--- config.mk ---
export PLATFORM = sky130hd
export DESIGN_NAME = caltime_top
export DESIGN_NICKNAME = d
export VERILOG_FILES = /design/src/rtl/caltime_pkg.sv /design/src/rtl/caltime_slot.sv /design/src/rtl/caltime_hms.sv /design/src/rtl/caltime_ymd.sv /design/src/rtl/caltime_top.sv
export SDC_FILE = /design/constraint.sdc
export NUM_CORES = 1
export LEC_CHECK = 0
export BUFFER_PORTS_ARGS = -buffer_cell sky130_fd_sc_hd__buf_2
export CELL_PAD_IN_SITES_DETAIL_PLACEMENT = 1
export CELL_PAD_IN_SITES_GLOBAL_PLACEMENT = 2
export CORE_ASPECT_RATIO = 1.75
export CORE_MARGIN = 2
export CORE_UTILIZATION = 29
export CTS_CLUSTER_DIAMETER = 120
export DETAILED_ROUTE_END_ITERATION = 10
export GPL_TIMING_DRIVEN = 0
export HOLD_SLACK_MARGIN = 0.08
export PLACE_DENSITY = 0.74
export SYNTH_ARGS = -nofsm -noshare
export SYNTH_HDL_FRONTEND = slang
export SYNTH_SLANG_ARGS = --single-unit
--- constraint.sdc ---
create_clock -name clk -period 3.81 [get_ports clk]
set_input_delay 0.762 -clock clk [delete_from_list [all_inputs] [get_ports clk]]
set_output_delay 0.762 -clock clk [all_outputs]
set_load 0.05 [all_outputs]
--- src/rtl/caltime_pkg.sv ---
package caltime_pkg;
  localparam int SEC_W  = 6;
  localparam int MIN_W  = 6;
  localparam int HOUR_W = 5;
  localparam int DAY_W  = 5;
  localparam int MON_W  = 4;
  localparam int YEAR_W = 6;

  localparam int SLOT_DATE  = 0;
  localparam int SLOT_TIME  = 1;
  localparam int SLOT_ALARM = 2;
  localparam int NSLOT      = 3;

  function automatic logic [DAY_W-1:0] month_days(input logic [MON_W-1:0] mon,
                                                  input logic leap);
    case (mon)
      4'd4, 4'd6, 4'd9, 4'd11: month_days = DAY_W'(30);
      4'd2:                    month_days = leap ? DAY_W'(29) : DAY_W'(28);
      default:                 month_days = DAY_W'(31);
    endcase
  endfunction
endpackage

--- src/rtl/caltime_slot.sv ---
module caltime_slot #(
  parameter int DW = 32
) (
  input  logic          clk,
  input  logic          rst,
  input  logic          wr,
  input  logic [DW-1:0] wdata,
  input  logic          tick,
  output logic          busy,
  output logic          commit,
  output logic [DW-1:0] pend
);
  // a tick landing with a fresh write leaves the write pending
  assign commit = tick & busy & ~wr;

  always_ff @(posedge clk) begin
    if (rst) begin
      busy <= 1'b0;
      pend <= '0;
    end else begin
      if (wr) begin
        busy <= 1'b1;
        pend <= wdata;
      end else if (commit) begin
        busy <= 1'b0;
      end
    end
  end
endmodule

--- src/rtl/caltime_hms.sv ---
module caltime_hms
  import caltime_pkg::*;
#(
  parameter int DW = 32
) (
  input  logic              clk,
  input  logic              rst,
  input  logic              tick,
  input  logic              load,
  input  logic [SEC_W-1:0]  ld_sec,
  input  logic [MIN_W-1:0]  ld_min,
  input  logic [HOUR_W-1:0] ld_hour,
  output logic [DW-1:0]     time_q,
  output logic              day_carry
);
  logic [SEC_W-1:0]  sec;
  logic [MIN_W-1:0]  min;
  logic [HOUR_W-1:0] hour;
  logic step, sec_top, min_top, hour_top;

  always_comb begin
    step      = tick & ~load;
    sec_top   = (sec == SEC_W'(59));
    min_top   = (min == MIN_W'(59));
    hour_top  = (hour == HOUR_W'(23));
    day_carry = step & sec_top & min_top & hour_top;
  end

  always_ff @(posedge clk) begin
    if (rst) begin
      sec  <= '0;
      min  <= '0;
      hour <= '0;
    end else if (load) begin
      sec  <= ld_sec;
      min  <= ld_min;
      hour <= ld_hour;
    end else if (step) begin
      if (!sec_top) begin
        sec <= sec + SEC_W'(1);
      end else begin
        sec <= '0;
        if (!min_top) begin
          min <= min + MIN_W'(1);
        end else begin
          min  <= '0;
          hour <= hour_top ? '0 : hour + HOUR_W'(1);
        end
      end
    end
  end

  assign time_q = DW'({hour, 2'b00, min, 2'b00, sec});
endmodule

--- src/rtl/caltime_ymd.sv ---
module caltime_ymd
  import caltime_pkg::*;
#(
  parameter int DW        = 32,
  parameter int BASE_YEAR = 1970
) (
  input  logic              clk,
  input  logic              rst,
  input  logic              load,
  input  logic [DAY_W-1:0]  ld_day,
  input  logic [MON_W-1:0]  ld_mon,
  input  logic [YEAR_W-1:0] ld_year,
  input  logic              ld_leap,
  input  logic              day_carry,
  output logic [DW-1:0]     date_q
);
  logic [DAY_W-1:0]  day;
  logic [MON_W-1:0]  mon;
  logic [YEAR_W-1:0] year;
  logic              leap;
  logic [YEAR_W-1:0] year_nx;
  logic              last_day;

  function automatic logic leap_of(input logic [YEAR_W-1:0] y);
    int full;
    full = BASE_YEAR + int'(y);
    leap_of = ((full % 4 == 0) && (full % 100 != 0)) || (full % 400 == 0);
  endfunction

  always_comb begin
    year_nx  = year + YEAR_W'(1);
    last_day = (day == month_days(mon, leap));
  end

  always_ff @(posedge clk) begin
    if (rst) begin
      day  <= DAY_W'(1);
      mon  <= MON_W'(1);
      year <= '0;
      leap <= 1'b0;
    end else if (load) begin
      day  <= ld_day;
      mon  <= ld_mon;
      year <= ld_year;
      leap <= ld_leap;
    end else if (day_carry) begin
      if (!last_day) begin
        day <= day + DAY_W'(1);
      end else begin
        day <= DAY_W'(1);
        if (mon == MON_W'(12)) begin
          mon  <= MON_W'(1);
          year <= year_nx;
          leap <= leap_of(year_nx);
        end else begin
          mon <= mon + MON_W'(1);
        end
      end
    end
  end

  assign date_q = DW'({leap, year, 4'b0000, mon, 3'b000, day});
endmodule

--- src/rtl/caltime_top.sv ---
module caltime_top
  import caltime_pkg::*;
#(
  parameter int DW        = 32,
  parameter int BASE_YEAR = 1970
) (
  input  logic          clk,
  input  logic          rst,
  input  logic          tick,
  input  logic          wr_date,
  input  logic          wr_time,
  input  logic          wr_alarm,
  input  logic [DW-1:0] wr_data,
  output logic [DW-1:0] time_q,
  output logic [DW-1:0] date_q,
  output logic [DW-1:0] alarm_q,
  output logic [NSLOT-1:0] busy_o
);
  logic [NSLOT-1:0] wr_vec;
  logic [NSLOT-1:0] commit;
  logic [DW-1:0]    pend [NSLOT];
  logic             day_carry;

  assign wr_vec = {wr_alarm, wr_time, wr_date};

  for (genvar i = 0; i < NSLOT; i++) begin : g_slot
    caltime_slot #(.DW(DW)) u_slot (
      .clk    (clk),
      .rst    (rst),
      .wr     (wr_vec[i]),
      .wdata  (wr_data),
      .tick   (tick),
      .busy   (busy_o[i]),
      .commit (commit[i]),
      .pend   (pend[i])
    );
  end

  caltime_hms #(.DW(DW)) u_hms (
    .clk       (clk),
    .rst       (rst),
    .tick      (tick),
    .load      (commit[SLOT_TIME]),
    .ld_sec    (pend[SLOT_TIME][5:0]),
    .ld_min    (pend[SLOT_TIME][13:8]),
    .ld_hour   (pend[SLOT_TIME][20:16]),
    .time_q    (time_q),
    .day_carry (day_carry)
  );

  caltime_ymd #(.DW(DW), .BASE_YEAR(BASE_YEAR)) u_ymd (
    .clk       (clk),
    .rst       (rst),
    .load      (commit[SLOT_DATE]),
    .ld_day    (pend[SLOT_DATE][4:0]),
    .ld_mon    (pend[SLOT_DATE][11:8]),
    .ld_year   (pend[SLOT_DATE][21:16]),
    .ld_leap   (pend[SLOT_DATE][22]),
    .day_carry (day_carry),
    .date_q    (date_q)
  );

  always_ff @(posedge clk) begin
    if (rst)                    alarm_q <= '0;
    else if (commit[SLOT_ALARM]) alarm_q <= pend[SLOT_ALARM];
  end
endmodule

# After elaboration in Yosys (flattened, before gate mapping)
# Index checks and enable logic that the tools add are counted.
# word_totals
register_bits	144
in_bits	38
word_cells	103
# classes
addsub	7
bitwise	15
div_mod_pow	2
n_reduce_logical	20
mux	35
eq_ne	10
# ops
operator	n
$mux W6	11
$logic_not A32 Y1	2
$mux W5	8
$mod A32 B10 Y32 const B	1
$mod A32 B8 Y32 const B	1
$reduce_bool A32 Y1	1
$add A6 B1 Y6 const B	3
$reduce_bool A2 Y1	9
$mux W4	4
$add A11 B6 Y12 const A	1
$eq A4 B4 Y1 const B	3
$eq A6 B6 Y1 const B	2
$mux W1	11
$add A5 B1 Y5 const B	2
$and A1 B1 Y1	10
$pmux W5 S2	1
$eq A4 B3 Y1 const B	2
$reduce_and A3 Y1	2
$eq A5 B5 Y1	1
$eq A5 B5 Y1 const B	1
$add A4 B1 Y4 const B	1
$eq A4 B2 Y1 const B	1
$not A1 Y1	4
$reduce_and A2 Y1	2
other kinds (5)	5

# Depth between registers and ports, before layout
# Gate-level depths: netlist of run 1.
# depth
word_depth	11
depth_mapped	19
ltp_nobuf	18

# By module
# A second synthesis of run 1 with hierarchy kept.
# hier_totals
hier_cells	917
hier_area_um2	8388.0
# by_module_without_submodules
module	n_inst	area_each_um2	cells_per_inst
caltime_slot	3	1212.4	109
caltime_ymd	1	2394.8	342
caltime_hms	1	1192.4	145
caltime_top	1	1163.6	103

# Worst setup path before layout of run 1
# No wires, ideal clock.
# synth_path
path_type	reg2reg
start	register u_ymd.year[1]
end	register u_ymd.leap
stages_incl_launch_ff	20
path_buffers	1
arrival_time_ns	4.189
path_slack_ns	-0.456
period_less_slack_ns	4.266
setup_ns	0.077
cell_sequence	dfxtp_1 -> buf_2 -> inv_1 -> ha_1 -> inv_1 -> ha_1 -> nand4_1 -> and4_1 -> or3_1 -> nand3_1 -> nand2_1 -> or2_2 -> ha_1 -> inv_1 -> a21oi_1 -> nand4bb_1 -> o41ai_2 -> o21ai_1 -> a32o_1 -> a41oi_2
# synth_via
elab_chain_len	11
word_cells_on_any_way	15
cone_classes	add/sub: 2; div: 2; mux: 4; bitwise: 1; reduce/logical: 6
# synth_lines
element	line	text
from (decl)	caltime_ymd.sv:19	logic [YEAR_W-1:0] year;
from (signal assigned)	caltime_ymd.sv:44	year <= ld_year;
from (signal assigned)	caltime_ymd.sv:53	year <= year_nx;
$add A6 B1 Y6 *	caltime_ymd.sv:31	year_nx = year + YEAR_W'(1);
$add A11 B6 Y12 *	caltime_ymd.sv:26	full = BASE_YEAR + int'(y);
parallel branches: the longest is 4 deep, another holds $mod A32 B8 Y32	-	
$logic_or A1 B1 Y1 *	caltime_ymd.sv:27	leap_of = ((full % 4 == 0) && (full % 100 != 0)) || (full % 400 == 0);
$mux W1 *	caltime_ymd.sv:51	if (mon == MON_W'(12)) begin
$mux W1 *	caltime_ymd.sv:47	if (!last_day) begin
$mux W1 *	caltime_ymd.sv:46	end else if (day_carry) begin
$mux W1 *	caltime_ymd.sv:41	end else if (load) begin
to (signal assigned)	caltime_ymd.sv:45	leap <= ld_leap;
to (signal assigned)	caltime_ymd.sv:54	leap <= leap_of(year_nx);
to (decl)	caltime_ymd.sv:20	logic leap;
# Every way passes the cells marked *. The select of a mux whose other input is x is not followed.
# A chain may end at the register's enable or synchronous reset.

# Worst setup path after layout of run 1
# Ends and elaborated chain as after synthesis.

==> results.yml, run 1 <==
floorplan:
  pin_count: 137
  dieArea_sq_um: 25000
  core_area_sq_um: 23300
  die_w_um: 120
  rows: 74
  fp.dieH_um: 208
  initial_core_util_pct: 29.5
sta:
  period_needed_ns: 3.73
  max-slew-margin-rel_pct: 36.6
  drv_slew: 0
  fin_ws_ns: 0.0845
  fmax_mhz: 268
  setup_viol: 0
  finalCritPeriodShare_pct: 97.8
  rsz0062_at_grt: "true"
  tns_ns: 0
  fin_skew_ns: 0.00579
  tightest_slew_ns: 0.945
  hold_viol: 0
logic_synthesis:
  async_reset_ff_share_pct: 0
  yosys_warnings: 0
  syn_area_sq_um: 6880
  synth_top_family_by_area: "simple AND/OR/NAND/NOR gates"
  syn_area_per_cell_sq_um: 8.27
  synthXorXnorAreaFrac_pct: 2.54
  synth-edff-count: 0
  synth-simple-area-share_pct: 21.0
  syn_inst: 832
  ys.flop_type: "dfxtp_1"
  yosys_register_bits: 133
  synthAdderAreaFrac_pct: 3.07
  ys_types: 76
  synth-compound-area-share_pct: 16.9
  synth.area.mux_share_pct: 10.2
  ys_seq_area_share_pct: 38.7
cts:
  clock_latency_ns: 0.42
  clk_pin_slew_ns: 0.06
  holdBufCountCts: 0
  ctsHtreeMaxLevel: 4
  numCtsBuffers: 17
  tritoncts: "yes"
  cts_num_sinks: 133
  cts.path.max_buffers: 2
  cts_root_buffer: "clkbuf_16"
routing:
  first_pass_iters: 4
  drt_iter0_markers: 216
  wl_mm: 23.4
  via_count: 6479
  postRouteAntennaNets: 0
  wire_per_inst_um: 17.9
  drc_errors: 0
  drt-vias-per-instance: 4.94
setup_path:
  path_class: "reg -> reg"
  critPathMaxFanout: 8
  startpoint_type: "flop"
  path_common_cell: "ha_4"
  path_cells: "ha_4 -> buf_8 -> xnor2_4 -> inv_2 -> ha_4 -> nand4_1 -> and4_1 -> or3_4 -> nand3_4 -> nand2_2 -> or2_4 -> ha_4 -> nor2b_1 -> a211oi_2 -> o31a_1 -> buf_4 -> a21oi_1 -> mux2i_1 -> a41oi_2"
  cp_data_required_time_ns: 4.11
  worstPathArrival_ns: 4.02
  cpPeakStageDelay_ns: 0.36
  critPathTopFamily: "simple AND/OR/NAND/NOR gates"
  slowest_stage: "dfxtp_4"
  worst-path-buf-inv: 3
  crit_path_end_kind: "flop"
run:
  maxCapViolations: 0
grt:
  grt_max_degree: 17
  grt_overflow_total: 0
  grt_pass1_wl_mm: 37.3
  grt.total_usage_pct: 18.9
  antenna_found_initial: 0
  grt_pass1_vias: 6899
place:
  gp_congestion: 0.837
  dpl.cell_count: 1267
  post-dp-hpwl_mm: 18.3
  port_buffers: 101
  dp_slack_ns: -0.760
cells_and_area:
  final_common_cell: "dfxtp_1"
  nets: 1049
  syn_to_final_growth_pct: 27.8
  finalNonFillerCells: 1312
  drive_gt1_share_pct: 22.5
  final_cell_mix: "130 x dfxtp_1, 116 x nor2_1, 113 x nand2_1, 103 x buf_2, 70 x mux2i_1"
  antenna_cells: 0
power_and_ir_drop:
  max-vdd-ir-drop_mv: 0.364
  p_per_area_nw_per_um2: 392
  p_leak_nw: 3.74
status:
  run_status: "complete, no violations"
hold_path:
  worstHoldPathType: "reg -> reg"
-- through the flow --
step	hold slack (ns)	util (%)	cell area (sq um)	total power [W]
global placement	0.434	34.0	7920	0.00198
floorplan	0.421	-	7040	0.00186
global route	0.476	37.7	8800	0.00359
detailed placement	0.445	34.0	7920	0.00199
finish	0.450	37.7	8800	0.00345
CTS	0.454	37.4	8720	0.00350
-- where the power goes --
part	switching [W]	internal, W
clock	0.000603	0.000874
combinational	0.000324	0.000157
sequential	0.0000445	0.00145
-- cell families (layout without fill, tap and decap cells) --
family | Yosys count | count (layout)
DFF | 133 | 133
AOI/OAI and AO/OA | 172 | 172
adders and majority gates | 17 | 17
other | 1 | 31
xor gates and xnor gates | 20 | 20
buffers and inverters | 97 | 243
muxes | 70 | 70
and+or+nand+nor | 322 | 322
-- routing by layer --
layer  global-route usage (%)  vias to the layer above  part of all wire [%]  routed length (um)
met1                     18.1                     3149                    36                8430
met2                     38.5                      117                    58               13700
met5                        0                        -                     0                   0
met3                     3.38                       36                   3.2                 754
li1                         -                     3177                     -                   -
met4                     6.90                        0                   2.5                 587
-- area by class of cell --
cell class,count,area (sq um)
buffer,86,508
clock buffer,18,429
clock inverter,14,93.8
fill,2894,14500
inverter,11,43.8
multi-input combinational,632,4060
sequential,133,2670
tap,304,380
timing repair buffer,114,616
-- Yosys cell counts, drive strengths merged (3+ instances only) --
| cell | count | area (sq um) |
|---|---|---|
| ha | 16 | 200 |
| a31oi | 3 | 18.8 |
| and3 | 5 | 31.3 |
| mux2i | 70 | 701 |
| o21ai | 31 | 155 |
| a21oi | 55 | 275 |
| a22oi | 6 | 45.0 |
| clkbuf | 41 | 154 |
| inv | 10 | 37.5 |
| o211ai | 12 | 90.1 |
| nand4 | 8 | 50.1 |
| nand2b | 4 | 25.0 |
| buf | 45 | 328 |
| nor3 | 11 | 60.1 |
| xor2 | 8 | 70.1 |
| nand2 | 114 | 428 |
| and2 | 5 | 31.3 |
| a221oi | 5 | 43.8 |
| or3 | 7 | 43.8 |
| nor2 | 117 | 439 |
| dfxtp | 133 | 2660 |
| nor4 | 4 | 25.0 |
| nor2b | 8 | 50.1 |
| xnor2 | 12 | 105 |
| a311oi | 3 | 26.3 |
| o31ai | 3 | 22.5 |
| nor3b | 4 | 30.0 |
| nand3b | 5 | 37.5 |
| nand3 | 18 | 90.1 |
| or2 | 3 | 18.8 |
| a211o | 6 | 52.6 |
| a211oi | 14 | 110 |
| a21o | 3 | 22.5 |
-- sequential cells by signal, indices dropped and copies added (netlist names) --
| name | cells |
|---|---|
| u_hms.hour | 5 |
| g_slot.u_slot.busy | 3 |
| u_ymd.year | 6 |
| u_ymd.leap | 1 |
| u_hms.min | 6 |
| u_ymd.day | 5 |
| u_ymd.mon | 4 |
| g_slot.u_slot.pend | 65 |
| u_hms.sec | 6 |
| alarm_q | 32 |
-- worst paths after layout --
path / cells past startpoint / slack [ns] / endpoint / start
setup / recovery: 19 / 0.08 / u_ymd.leap / u_ymd.year[1]
hold / removal: 2 / 0.45 / u_ymd.year[1] / g_slot[0].u_slot.pend[17]
setup reg to reg: 19 / 0.08 / u_ymd.leap / u_ymd.year[1]
hold reg to reg: 2 / 0.45 / u_ymd.year[1] / g_slot[0].u_slot.pend[17]
-- what timing repair did --
action                     4_1_cts  5_1_grt
resized for setup               36       13
setup endpoints to repair        3        3
setup buffers                    9        4
pin swaps                        6        6
-- worst min-delay path: stages (launching register included) --
cell and delay (ns):
dfxtp_1 0.31, nand2_1 0.05, a21oi_1 0.05
(Power assumes the default switching activity.)
==> inputs of run 2 (changes only) <==
- CTS_CLUSTER_SIZE: not set -> 8
- PLACE_DENSITY: 0.74 -> not set
- PLACE_DENSITY_LB_ADDON: not set -> 0.1
==> results.yml, run 2 (synthesis gave the netlist of run 1 again) <==
routing:
  wire_per_inst_um: 18.1
  drt-vias-per-instance: 4.97
  first_pass_iters: 4
  wl_mm: 23.9
  postRouteAntennaNets: 0
  drc_errors: 0
  drt_iter0_markers: 218
  via_count: 6550
floorplan:
  pin_count: 137
  initial_core_util_pct: 29.5
  rows: 74
  dieArea_sq_um: 25000
  die_w_um: 120
  fp.dieH_um: 208
  core_area_sq_um: 23300
hold_path:
  worstHoldPathType: "reg -> reg"
  worst_hold_path.endpoint: "u_ymd.year[1]"
  hold_path_depth: 2
  min_from: "g_slot[0].u_slot.pend[17]"
cts:
  clk_pin_slew_ns: 0.06
  ctsHtreeMaxLevel: 4
  tritoncts: "yes"
  cts_root_buffer: "clkbuf_16"
  clock_latency_ns: 0.43
  numCtsBuffers: 17
  cts.path.max_buffers: 2
  cts_num_sinks: 133
cells_and_area:
  final_common_cell: "dfxtp_1"
  syn_to_final_growth_pct: 30.5
  largest_register_ffs: 65
  largest_register: "g_slot.u_slot.pend"
  reg_top3: "g_slot.u_slot.pend x65, alarm_q x32"
  finalNonFillerCells: 1319
  final_cell_mix: "130 x dfxtp_1, 116 x nor2_1, 113 x nand2_1, 103 x buf_2, 70 x mux2i_1"
  nets: 1056
  drive_gt1_share_pct: 24.1
  fillers: 2842
  antenna_cells: 0
  fin_util_pct: 38.5
setup_path:
  cp_data_required_time_ns: 4.11
  reg2reg_slack_ns: 0.02
  slowest_stage: "or3_4"
  cpPeakStageDelay_ns: 0.37
  path_common_cell: "ha_4"
  reg2reg_depth: 19
  worstPathArrival_ns: 4.09
  r2r_start: "u_ymd.year[1]"
  rr_endpoint: "u_ymd.leap"
  startpoint_type: "flop"
  path_cells: "ha_4 -> buf_8 -> xnor2_4 -> inv_2 -> ha_4 -> nand2_1 -> and4_4 -> or3_4 -> nand3_4 -> nand2_2 -> or2_4 -> ha_4 -> nor2b_1 -> a211oi_2 -> o31a_1 -> o41ai_4 -> o21ai_1 -> a32o_2 -> a41oi_2"
  crit_path_end_kind: "flop"
  critPathMaxFanout: 6
  path_class: "reg -> reg"
place:
  gp_congestion: 0.860
  post-dp-hpwl_mm: 18.8
  dpl.cell_count: 1267
  port_buffers: 101
power_and_ir_drop:
  p_per_area_nw_per_um2: 410
  power.total_w: 0.00368
  max-vdd-ir-drop_mv: 0.333
  p_leak_nw: 3.82
sta:
  fmax_mhz: 264
  drv_slew: 0
  period_needed_ns: 3.79
  hold_viol: 0
  finalCritPeriodShare_pct: 99.4
  max-slew-margin-rel_pct: 40.1
  fin_hold_ws_ns: 0.445
  tightest_slew_ns: 0.899
  setup_viol: 0
  rsz0062_at_grt: "true"
  fin_skew_ns: 0.00887
grt:
  grt_overflow_total: 0
  grt_max_degree: 17
  grt.total_usage_pct: 19.4
  grt_pass1_vias: 6782
  antenna_found_initial: 1
  grt_pass1_wl_mm: 37.5
run:
  maxCapViolations: 0
status:
  run_status: "complete, no violations"
## run 2: changes by cell type in the layout (fill, tap and decap cells not counted), sizes merged
cell    previous run  this run
buf              159       167
bufinv             1         3
clkinv            11         3
clkbuf            59        64
## run 2: how the worst max path moves through the flow
stage	startpoint	end	slack (ns)	depth (start not counted)
global placement	u_ymd.year[0]	u_ymd.leap	-0.78	19
finish	u_ymd.year[1]	u_ymd.leap	0.02	19
CTS	u_ymd.year[1]	u_ymd.leap	0.002	19
floorplan	u_ymd.year[0]	u_ymd.leap	0.004	19
global route	u_ymd.year[1]	u_ymd.leap	-0.08	19
detailed placement	u_ymd.year[0]	u_ymd.leap	-0.82	16
## run 2: layer usage
metal / up-vias / track usage, % / share of wire (%)
li1: 3182 / - / -
met1: 3198 / 18.3 / 35
met2: 118 / 38.7 / 59
met3: 52 / 3.68 / 2.8
met4: 0 / 8.74 / 3.2
met5: - / 0 / 0
## run 2: layout make-up
| type | count | area, sq um | area share (%) |
|---|---|---|---|
| flip-flops and latches | 133 | 2670 | 29.7 |
| multi-input cells | 632 | 4110 | 45.8 |
| well taps | 304 | 380 | 4.23 |
| clock buffers | 24 | 482 | 5.36 |
| repair buffers | 121 | 656 | 7.30 |
| clock inverters | 8 | 123 | 1.36 |
| plain buffers | 86 | 513 | 5.71 |
| inverters | 11 | 46.3 | 0.515 |
## run 2: what timing repair did
item | CTS | global route
gates resized for setup | 34 | 31
setup endpoints to repair | 1 | 1
gates cloned | 0 | 0
buffers inserted | 12 | 8
hold buffers | 0 | 0
pin swaps | 6 | 13
## run 2: report_power, final
group / internal [W] / switching [W]
logic: 0.000161 / 0.000328
clock network: 0.00108 / 0.000621
registers: 0.00145 / 0.0000452
## run 2: through the flow
stage                     setup TNS [ns]  worst slack (ns)  instance area [sq um]
after floorplan                        0           0.00403                   7040
after global placement             -1.46            -0.776                   7920
after detailed placement           -1.73            -0.820                   7920
after CTS                              0           0.00237                   8780
after global routing             -0.0813           -0.0813                   8980
final                                  0            0.0225                   8980
## run 2: worst max-delay path: cells and delay by family (launching register included)
kind / cells / cell delay [ns]
AO/OA/AOI/OAI: 6 / 1.07
AND/OR/NAND/NOR: 7 / 1.21
flip-flops: 1 / 0.36
XOR/XNOR: 1 / 0.15
buffers and inverters: 2 / 0.25
adder cells (fa/ha/maj): 3 / 0.59
